### src/rtl/pkt_handoff.sv
module pkt_handoff #(
  parameter int DATA_W = 32
) (
  input  logic              clk,
  input  logic              rst,
  input  logic              fifo_empty,
  input  logic [DATA_W-1:0] fifo_rdata,
  output logic              fifo_rd,
  output logic [DATA_W-1:0] pkt_data,
  output logic              pkt_ready,
  input  logic              host_ack
);

  typedef enum logic [1:0] {S_IDLE, S_POP, S_HOLD} st_t;

  st_t  st;
  logic ack_s1, ack_s2, ack_d;
  logic ack_rise;

  always_ff @(negedge clk) begin
    if (rst) begin
      ack_s1 <= 1'b0;
      ack_s2 <= 1'b0;
      ack_d  <= 1'b0;
    end else begin
      ack_s1 <= host_ack;
      ack_s2 <= ack_s1;
      ack_d  <= ack_s2;
    end
  end

  assign ack_rise = ack_s2 & ~ack_d;

  always_ff @(negedge clk) begin
    if (rst) begin
      st        <= S_IDLE;
      fifo_rd   <= 1'b0;
      pkt_ready <= 1'b0;
      pkt_data  <= '0;
    end else begin
      case (st)
        S_IDLE: begin
          if (!fifo_empty) begin
            fifo_rd <= 1'b1;
            st      <= S_POP;
          end
        end
        S_POP: begin
          fifo_rd   <= 1'b0;
          pkt_data  <= fifo_rdata;
          pkt_ready <= 1'b1;
          st        <= S_HOLD;
        end
        S_HOLD: begin
          if (ack_rise) begin
            pkt_ready <= 1'b0;
            st        <= S_IDLE;
          end
        end
        default: begin
          fifo_rd   <= 1'b0;
          pkt_ready <= 1'b0;
          st        <= S_IDLE;
        end
      endcase
    end
  end

  AST_RESET_CLEAR: assert property (@(negedge clk)
    $past(rst) |-> (!fifo_rd && !pkt_ready && pkt_data == '0));

  AST_NO_EMPTY_READ: assert property (@(negedge clk) disable iff (rst)
    $rose(fifo_rd) |-> $past(!fifo_empty));

  AST_READ_ONE_CYCLE: assert property (@(negedge clk) disable iff (rst)
    fifo_rd |=> !fifo_rd);

  AST_NO_READ_PENDING: assert property (@(negedge clk) disable iff (rst)
    pkt_ready |-> !fifo_rd);

  AST_PRESENT_CAPTURE: assert property (@(negedge clk) disable iff (rst)
    $rose(pkt_ready) |-> ($past(fifo_rd) && pkt_data == $past(fifo_rdata)));

  AST_DATA_STABLE: assert property (@(negedge clk) disable iff (rst)
    (pkt_ready && $past(pkt_ready)) |-> $stable(pkt_data));

  AST_READY_UNTIL_ACK: assert property (@(negedge clk) disable iff (rst)
    $fell(pkt_ready) |-> $past(ack_rise));

endmodule

### config.mk
export PLATFORM = sky130hd
export DESIGN_NAME = pkt_handoff
export DESIGN_NICKNAME = d
export VERILOG_FILES = /design/src/rtl/pkt_handoff.sv
export SDC_FILE = /design/constraint.sdc
export NUM_CORES = 1
export LEC_CHECK = 0
export ABC_CLOCK_PERIOD_IN_PS = 2100
export BUFFER_PORTS_ARGS = -buffer_cell sky130_fd_sc_hd__buf_4
export CELL_PAD_IN_SITES_DETAIL_PLACEMENT = 1
export CELL_PAD_IN_SITES_GLOBAL_PLACEMENT = 2
export CORE_MARGIN = 2
export CORE_UTILIZATION = 25
export CTS_BUF_LIST = sky130_fd_sc_hd__clkbuf_8 sky130_fd_sc_hd__clkbuf_16
export DETAILED_ROUTE_END_ITERATION = 16
export PLACE_DENSITY = 0.79
export SYNTH_ARGS = -nofsm -noshare
export SYNTH_HDL_FRONTEND = slang
export SYNTH_SLANG_ARGS = --single-unit
### constraint.sdc
create_clock -name clk -period 2.1 [get_ports clk]
set_input_delay 0.105 -clock clk [delete_from_list [all_inputs] [get_ports clk]]
set_output_delay 0.105 -clock clk [all_outputs]
set_load 0.005 [all_outputs]
==> results of run 1 <==
-- registers in the layout, indices dropped and copies added (netlist names) --
signal / count
ack_d: 1
fifo_rd: 1
ack_s2: 1
ack_s1: 1
pkt_data: 32
st: 2
pkt_ready: 1
-- area by class of cell --
class,instances,area [sq um]
clock buffer,5,68.82
sequential,39,780.7
timing repair buffer,74,555.5
fill,654,3042
inverter,1,3.754
tap,70,87.58
multi-input combinational,110,484.2
clock inverter,40,150.1
-- worst reg2reg max path: cells and delay by family, from the launching register on --
kind	cells	cell delay, ns
buffers and inverters	1	0.25
and+or+nand+nor	2	0.30
AOI/OAI and AO/OA	1	0.12
DFF	1	0.42
-- where the power goes --
part | switching (mW) | total (mW) | leakage, nW | internal, mW
combinational | 0.0884 | 0.204 | 0.502 | 0.115
sequential | 0.0234 | 0.810 | 0.318 | 0.786
clock | 0.413 | 0.727 | 0.249 | 0.314
-- synth_stat cells (all sizes together) --
cell type	instances	area, sq um
a21o	1	7.510
nand2b	2	12.51
buf	9	76.32
nor2b	4	25.02
nor2	3	11.26
nand2	64	240.2
o22ai	1	6.260
inv	2	7.510
nor4	1	6.260
clkbuf	3	11.26
a211oi	1	7.510
a21oi	32	160.2
nor3	1	5.000
dfxtp	39	780.8
-- logic make-up after synthesis --
family / synth area share [%]
buffers and inverters: 7.005
AOI/OAI and AO/OA: 13.36
DFF: 57.51
and+or+nand+nor: 22.12
-- final timing paths --
kind	from	endpoint	slack (ns)	cells past startpoint
worst max-delay path	pkt_data[31]	pkt_data[31]	0.14	1
worst min-delay path	ack_s1	ack_s2	0.43	1
worst max register to register	st[0]	pkt_data[17]	0.94	4
worst min register to register	ack_s1	ack_s2	0.43	1
-- layer usage --
metal  vias to the layer above  share of wire (%)  global-route usage (%)  wire, um
met5                         -                  0                       0         0
met4                         0                1.5                   9.107        56
met3                         8                5.8                   5.581       215
met2                        49                 50                   20.52      1827
met1                       638                 43                   14.09      1583
li1                        728                  -                       -         -
==> metrics.json, run 1 <==
{
  "run_status": {"value": "completed"},
  "synth.cell_area": {"value": 0.001358, "unit": "sq mm"},
  "inserted_clock_buffers": {"value": 5},
  "avg_synthesized_cell_area": {"value": 8.329, "unit": "sq um"},
  "layout-area-overhead-vs-synth": {"value": 56.96, "unit": "%"},
  "slew_headroom": {"value": 76.28, "unit": "%"},
  "worst_clock_skew_on_the_final_layout": {"value": 0.01149, "unit": "ns"},
  "grt_first_pass_wirelength": {"value": 6.313, "unit": "mm"},
  "yosys_warnings": {"value": 0},
  "io-pin-count": {"value": 70},
  "remaining_drc_errors": {"value": 0},
  "signal_arrival_time_at_the_worst_endpoint": {"value": 1.86, "unit": "ns"},
  "detailedPlace.worstSlack": {"value": 0.2317, "unit": "ns"},
  "grt_start_max_net_pins": {"value": 36},
  "num-nets-final": {"value": 306},
  "cells_after_synthesis": {"value": 163},
  "vias_per_cell": {"value": 4.198},
  "clock_tree.htree_level_count": {"value": 2},
  "timing.critical_path.slowest_stage_cell": {"value": "sky130_fd_sc_hd__dfxtp_1"},
  "detailed_place_hpwl": {"value": 2.541, "unit": "mm"},
  "placed_area": {"value": 0.001916, "unit": "sq mm"},
  "grt_setup_unrepaired": {"value": "no"},
  "floorplan.initialDensity": {"value": 26.25, "unit": "%"},
  "detail_route.first_pass.iterations": {"value": 4},
  "routability_congestion_estimate": {"value": 0.6352},
  "vdd.ir_drop.worst": {"value": 307.4, "unit": "uV"},
  "ys_seq_area_share": {"value": 57.51, "unit": "%"},
  "total_leakage_power": {"value": 1.070, "unit": "nW"},
  "place.port_buffers": {"value": 69},
  "cts_max_path_buffers": {"value": 2},
  "n_antenna_cell": {"value": 0},
  "wirelength": {"value": 3.682, "unit": "mm"},
  "postCtsHoldBufs": {"value": 0},
  "clock_pin_slew_on_the_worst_setup_and_hold_paths": {"value": 0.04, "unit": "ns"},
  "min-delay-path-class": {"value": "reg2reg"},
  "slew_viol_final": {"value": 0},
  "die-height": {"value": 77.69, "unit": "um"},
  "clock-sinks": {"value": 39},
  "max-cap-violations": {"value": 0},
  "timing.critical_path.max_delay_family": {"value": "flip-flops"},
  "share_of_cells_above_drive_strength_1": {"value": 29.74, "unit": "%"},
  "antenna_violating_nets_post_route": {"value": 0},
  "critical_path.max_fanout": {"value": 2},
  "powerDensity": {"value": 816.8, "unit": "mW/mm^2"},
  "setup-violations-final": {"value": 0},
  "synth_cell_types": {"value": 16},
  "crit_chain": {"value": "buf_4"},
  "clk_latency": {"value": 0.35, "unit": "ns"},
  "most-common-layout-cells": {"value": "sky130_fd_sc_hd__buf_4 (74), sky130_fd_sc_hd__nand2_1 (64), sky130_fd_sc_hd__inv_1 (41), sky130_fd_sc_hd__dfxtp_1 (39), sky130_fd_sc_hd__a21oi_1 (32)"},
  "floorplan.die_area": {"value": 0.006036, "unit": "sq mm"},
  "antenna_found_initial": {"value": 0},
  "die_width": {"value": 77.69, "unit": "um"},
  "placed_cells_incl_taps": {"value": 295},
  "placement_rows": {"value": 26},
  "required_time_at_the_endpoint_of_the_critical_path": {"value": 2.00, "unit": "ns"},
  "drt-initial-drc-count": {"value": 18},
  "worstSetupPathType": {"value": "reg2out"},
  "cp_num_buf_inv": {"value": 1},
  "vias": {"value": 1423},
  "finalPower": {"value": 1.741, "unit": "mW"},
  "cts_resized": {"value": 0},
  "fin_util": {"value": 41.20, "unit": "%"},
  "cts.repair_timing.setup_buffer_count": {"value": 0},
  "timing.final.hold_violations": {"value": 0},
  "stdcell_count": {"value": 339},
  "core": {"value": 0.005172, "unit": "sq mm"},
  "tightestPinTransition": {"value": 0.3557, "unit": "ns"},
  "via_count_of_the_first_global_routing_pass": {"value": 1530},
  "critPathCaptureType": {"value": "output pin"},
  "clock_tree.root_cell": {"value": "sky130_fd_sc_hd__clkbuf_8"},
  "final_area": {"value": 0.002131, "unit": "sq mm"},
  "tritoncts": {"value": "done"},
  "worst_hold_slack": {"value": 0.4268, "unit": "ns"},
  "cp-start-kind": {"value": "flop"},
  "final_critical_path_setup_slack": {"value": 0.1374, "unit": "ns"},
  "critical_path.max_stage_delay": {"value": 0.34, "unit": "ns"},
  "mappedNetlistNets": {"value": 199},
  "grt-ovfl-total": {"value": 0},
  "groute.usage.overall": {"value": 13.06, "unit": "%"},
  "ys_ff_latch": {"value": 39},
  "layout_commonest_cell": {"value": "sky130_fd_sc_hd__buf_4"},
  "detail_route.wl_per_cell": {"value": 10.86, "unit": "um"},
  "finalSetupTns": {"value": 0, "unit": "ns"}
}
Note: power is estimated with default switching activity, not from simulation.
==> run 2: changes to the inputs <==
--- a/config.mk
+++ b/config.mk
@@ -5,15 +5,16 @@
 export SDC_FILE = /design/constraint.sdc
 export NUM_CORES = 1
 export LEC_CHECK = 0
+export ABC_AREA = 1
 export ABC_CLOCK_PERIOD_IN_PS = 2100
 export BUFFER_PORTS_ARGS = -buffer_cell sky130_fd_sc_hd__buf_4
 export CELL_PAD_IN_SITES_DETAIL_PLACEMENT = 1
 export CELL_PAD_IN_SITES_GLOBAL_PLACEMENT = 2
-export CORE_MARGIN = 2
 export CORE_UTILIZATION = 25
 export CTS_BUF_LIST = sky130_fd_sc_hd__clkbuf_8 sky130_fd_sc_hd__clkbuf_16
 export DETAILED_ROUTE_END_ITERATION = 16
-export PLACE_DENSITY = 0.79
+export PLACE_DENSITY = 0.8
+export REMOVE_ABC_BUFFERS = 1
 export SYNTH_ARGS = -nofsm -noshare
 export SYNTH_HDL_FRONTEND = slang
 export SYNTH_SLANG_ARGS = --single-unit
==> run 2 against run 1 <==
Compared with the run above: final area is 0.88% higher; non-clock buffer count is 4 lower; count of clock-buffer cells in the layout stayed put; largest power group unchanged.
==> metrics.json, run 2 <==
{
  "run_status": {"value": "completed"},
  "die-height": {"value": 75.83, "unit": "um"},
  "setup-violations-final": {"value": 0},
  "tightestPinTransition": {"value": 0.3438, "unit": "ns"},
  "placed_area": {"value": 0.001924, "unit": "sq mm"},
  "floorplan.initialDensity": {"value": 26.34, "unit": "%"},
  "critPathCaptureType": {"value": "output pin"},
  "groute.usage.overall": {"value": 12.75, "unit": "%"},
  "synth_edf_count": {"value": 0},
  "n_antenna_cell": {"value": 0},
  "top_register": {"value": "pkt_data"},
  "min-delay-path-class": {"value": "reg2reg"},
  "drt-initial-drc-count": {"value": 32},
  "ys_seq_area_share": {"value": 57.30, "unit": "%"},
  "slew_viol_final": {"value": 0},
  "via_count_of_the_first_global_routing_pass": {"value": 1378},
  "dominantRegCellSynth": {"value": "sky130_fd_sc_hd__dfxtp_1"},
  "share_of_cells_above_drive_strength_1": {"value": 29.50, "unit": "%"},
  "grt_first_pass_wirelength": {"value": 5.416, "unit": "mm"},
  "io-pin-count": {"value": 70},
  "vdd.ir_drop.worst": {"value": 358.8, "unit": "uV"},
  "wirelength": {"value": 3.505, "unit": "mm"},
  "detail_route.wl_per_cell": {"value": 10.07, "unit": "um"},
  "finalSetupTns": {"value": 0, "unit": "ns"},
  "total_leakage_power": {"value": 1.127, "unit": "nW"},
  "grt_setup_unrepaired": {"value": "no"},
  "routability_congestion_estimate": {"value": 0.6358},
  "cp-start-kind": {"value": "flop"},
  "critical_path.max_fanout": {"value": 2},
  "layout_commonest_cell": {"value": "sky130_fd_sc_hd__nor2_1"},
  "postCtsHoldBufs": {"value": 0},
  "vias": {"value": 1436},
  "num-nets-final": {"value": 313},
  "clock_pin_slew_on_the_worst_setup_and_hold_paths": {"value": 0.04, "unit": "ns"},
  "worst_clock_skew_on_the_final_layout": {"value": 0.008294, "unit": "ns"},
  "synth.cell_area": {"value": 0.001363, "unit": "sq mm"},
  "critical_path.max_stage_delay": {"value": 0.34, "unit": "ns"},
  "cts_resized": {"value": 0},
  "slew_headroom": {"value": 77.08, "unit": "%"},
  "yosysTopAreaCell": {"value": "sky130_fd_sc_hd__dfxtp_1"},
  "antenna_violating_nets_post_route": {"value": 0},
  "clock-sinks": {"value": 39},
  "synth_async_sr_flop_share": {"value": 0, "unit": "%"},
  "place.port_buffers": {"value": 69},
  "cts_max_path_buffers": {"value": 2},
  "final_area": {"value": 0.002150, "unit": "sq mm"},
  "globalRouteMet1Util": {"value": 12.41, "unit": "%"},
  "worstSetupPathType": {"value": "reg2out"},
  "vias_per_cell": {"value": 4.126},
  "cts.repair_timing.setup_buffer_count": {"value": 0},
  "grt_start_max_net_pins": {"value": 36},
  "inserted_clock_buffers": {"value": 5},
  "most-common-layout-cells": {"value": "sky130_fd_sc_hd__nor2_1 (70), sky130_fd_sc_hd__buf_4 (69), sky130_fd_sc_hd__inv_1 (47), sky130_fd_sc_hd__dfxtp_1 (39), sky130_fd_sc_hd__o21ai_0 (32)"},
  "worst_hold_slack": {"value": 0.3905, "unit": "ns"},
  "fin_util": {"value": 41.56, "unit": "%"},
  "remaining_drc_errors": {"value": 0},
  "antenna_found_initial": {"value": 0},
  "floorplan.die_area": {"value": 0.005749, "unit": "sq mm"},
  "detail_route.first_pass.iterations": {"value": 2},
  "avg_synthesized_cell_area": {"value": 7.968, "unit": "sq um"},
  "busiest_layer": {"value": "met2"},
  "clk_latency": {"value": 0.35, "unit": "ns"},
  "required_time_at_the_endpoint_of_the_critical_path": {"value": 2.00, "unit": "ns"},
  "crit_chain": {"value": "buf_4"},
  "use_met3": {"value": 7.407, "unit": "%"},
  "grt-ovfl-total": {"value": 0},
  "cp_num_buf_inv": {"value": 1},
  "clock_tree.root_cell": {"value": "sky130_fd_sc_hd__clkbuf_8"},
  "timing.final.hold_violations": {"value": 0},
  "synth_top_cell_area_share": {"value": 57.30, "unit": "%"},
  "timing.critical_path.max_delay_family": {"value": "flip-flops"},
  "largest_registers": {"value": "pkt_data (32), st (2)"},
  "synth_most_common_cell": {"value": "sky130_fd_sc_hd__nor2_1"},
  "met2_usage": {"value": 20.16, "unit": "%"},
  "finalPower": {"value": 1.828, "unit": "mW"},
  "placement_rows": {"value": 26},
  "tritoncts": {"value": "done"},
  "signal_arrival_time_at_the_worst_endpoint": {"value": 1.85, "unit": "ns"},
  "clock_tree.htree_level_count": {"value": 2},
  "synth.top_cells.by_area": {"value": "sky130_fd_sc_hd__dfxtp_1 (57%), sky130_fd_sc_hd__nor2_1 (19%), sky130_fd_sc_hd__o21ai_0 (12%), sky130_fd_sc_hd__buf_6 (2.5%), sky130_fd_sc_hd__inv_1 (2.2%)"},
  "detailed_place_hpwl": {"value": 2.291, "unit": "mm"},
  "yosys_warnings": {"value": 0},
  "max-cap-violations": {"value": 0},
  "timing.critical_path.slowest_stage_cell": {"value": "sky130_fd_sc_hd__dfxtp_1"},
  "powerDensity": {"value": 850.4, "unit": "mW/mm^2"},
  "synth_cell_types": {"value": 13},
  "cells_after_synthesis": {"value": 171},
  "ys_ff_latch": {"value": 39},
  "largest_register_ffs": {"value": 32},
  "core": {"value": 0.005172, "unit": "sq mm"},
  "synthTopCellsByCount": {"value": "sky130_fd_sc_hd__nor2_1 (70), sky130_fd_sc_hd__dfxtp_1 (39), sky130_fd_sc_hd__o21ai_0 (32)"},
  "layout-area-overhead-vs-synth": {"value": 57.76, "unit": "%"},
  "die_width": {"value": 75.83, "unit": "um"}
}
[run 2: cell count changes after synthesis, sizes merged, moves of 2 or more]
| cell | previous run | this run |
|---|---|---|
| nor2 | 3 | 70 |
| nor2b | 4 | 0 |
| buf | 9 | 6 |
| a21oi | 32 | 3 |
| nand2 | 64 | 6 |
| inv | 2 | 11 |
| o21ai | 0 | 32 |
| nand2b | 2 | 0 |
[run 2: routing by layer]
layer / wire [um] / vias up
met1: 1437 / 640
met3: 291 / 8
met2: 1726 / 45
li1: - / 743
met5: 0 / -
met4: 49 / 0
[run 2: where the power goes]
part	internal, mW	switching, mW	total (mW)
registers	0.802	0.0271	0.829
logic	0.142	0.111	0.253
clock network	0.321	0.425	0.745
total	1.27	0.563	1.83
[run 2: metrics by stage]
step	setup WS [ns]	instances
6_report	0.1473	348
5_1_grt	0.09120	348
4_1_cts	0.1280	348
3_5_place_dp	0.2873	302
3_3_place_gp	0.3201	302
2_1_floorplan	0.4689	162
[run 2: layout make-up]
cell class | count | area [sq um]
inverters | 10 | 40.04
well taps | 70 | 87.58
repair buffers | 70 | 538.0
clock inverters | 42 | 160.2
flip-flops and latches | 39 | 780.7
fillers | 651 | 3023
clock buffers | 5 | 68.82
multi-input cells | 112 | 474.2
[run 2: path summary, 6_finish.rpt]
kind / start / end / slack, ns / depth (start not counted)
setup / recovery: pkt_data[25] / pkt_data[25] / 0.15 / 1
setup reg to reg: st[0] / pkt_data[11] / 0.88 / 4
hold reg to reg: ack_s1 / ack_s2 / 0.39 / 2
hold / removal: ack_s1 / ack_s2 / 0.39 / 2
[run 2: cell families after synthesis]
| family | share of synthesized area (%) |
|---|---|
| flip-flops | 57.30 |
| AND/OR/NAND/NOR | 21.95 |
| buffers and inverters | 7.897 |
| AO/OA/AOI/OAI | 12.86 |
[run 2: worst min-delay path, stage by stage, from the launching register on]
cell	delay, ns
sky130_fd_sc_hd__dfxtp_1	0.29
sky130_fd_sc_hd__inv_1	0.04
sky130_fd_sc_hd__nor2_1	0.03
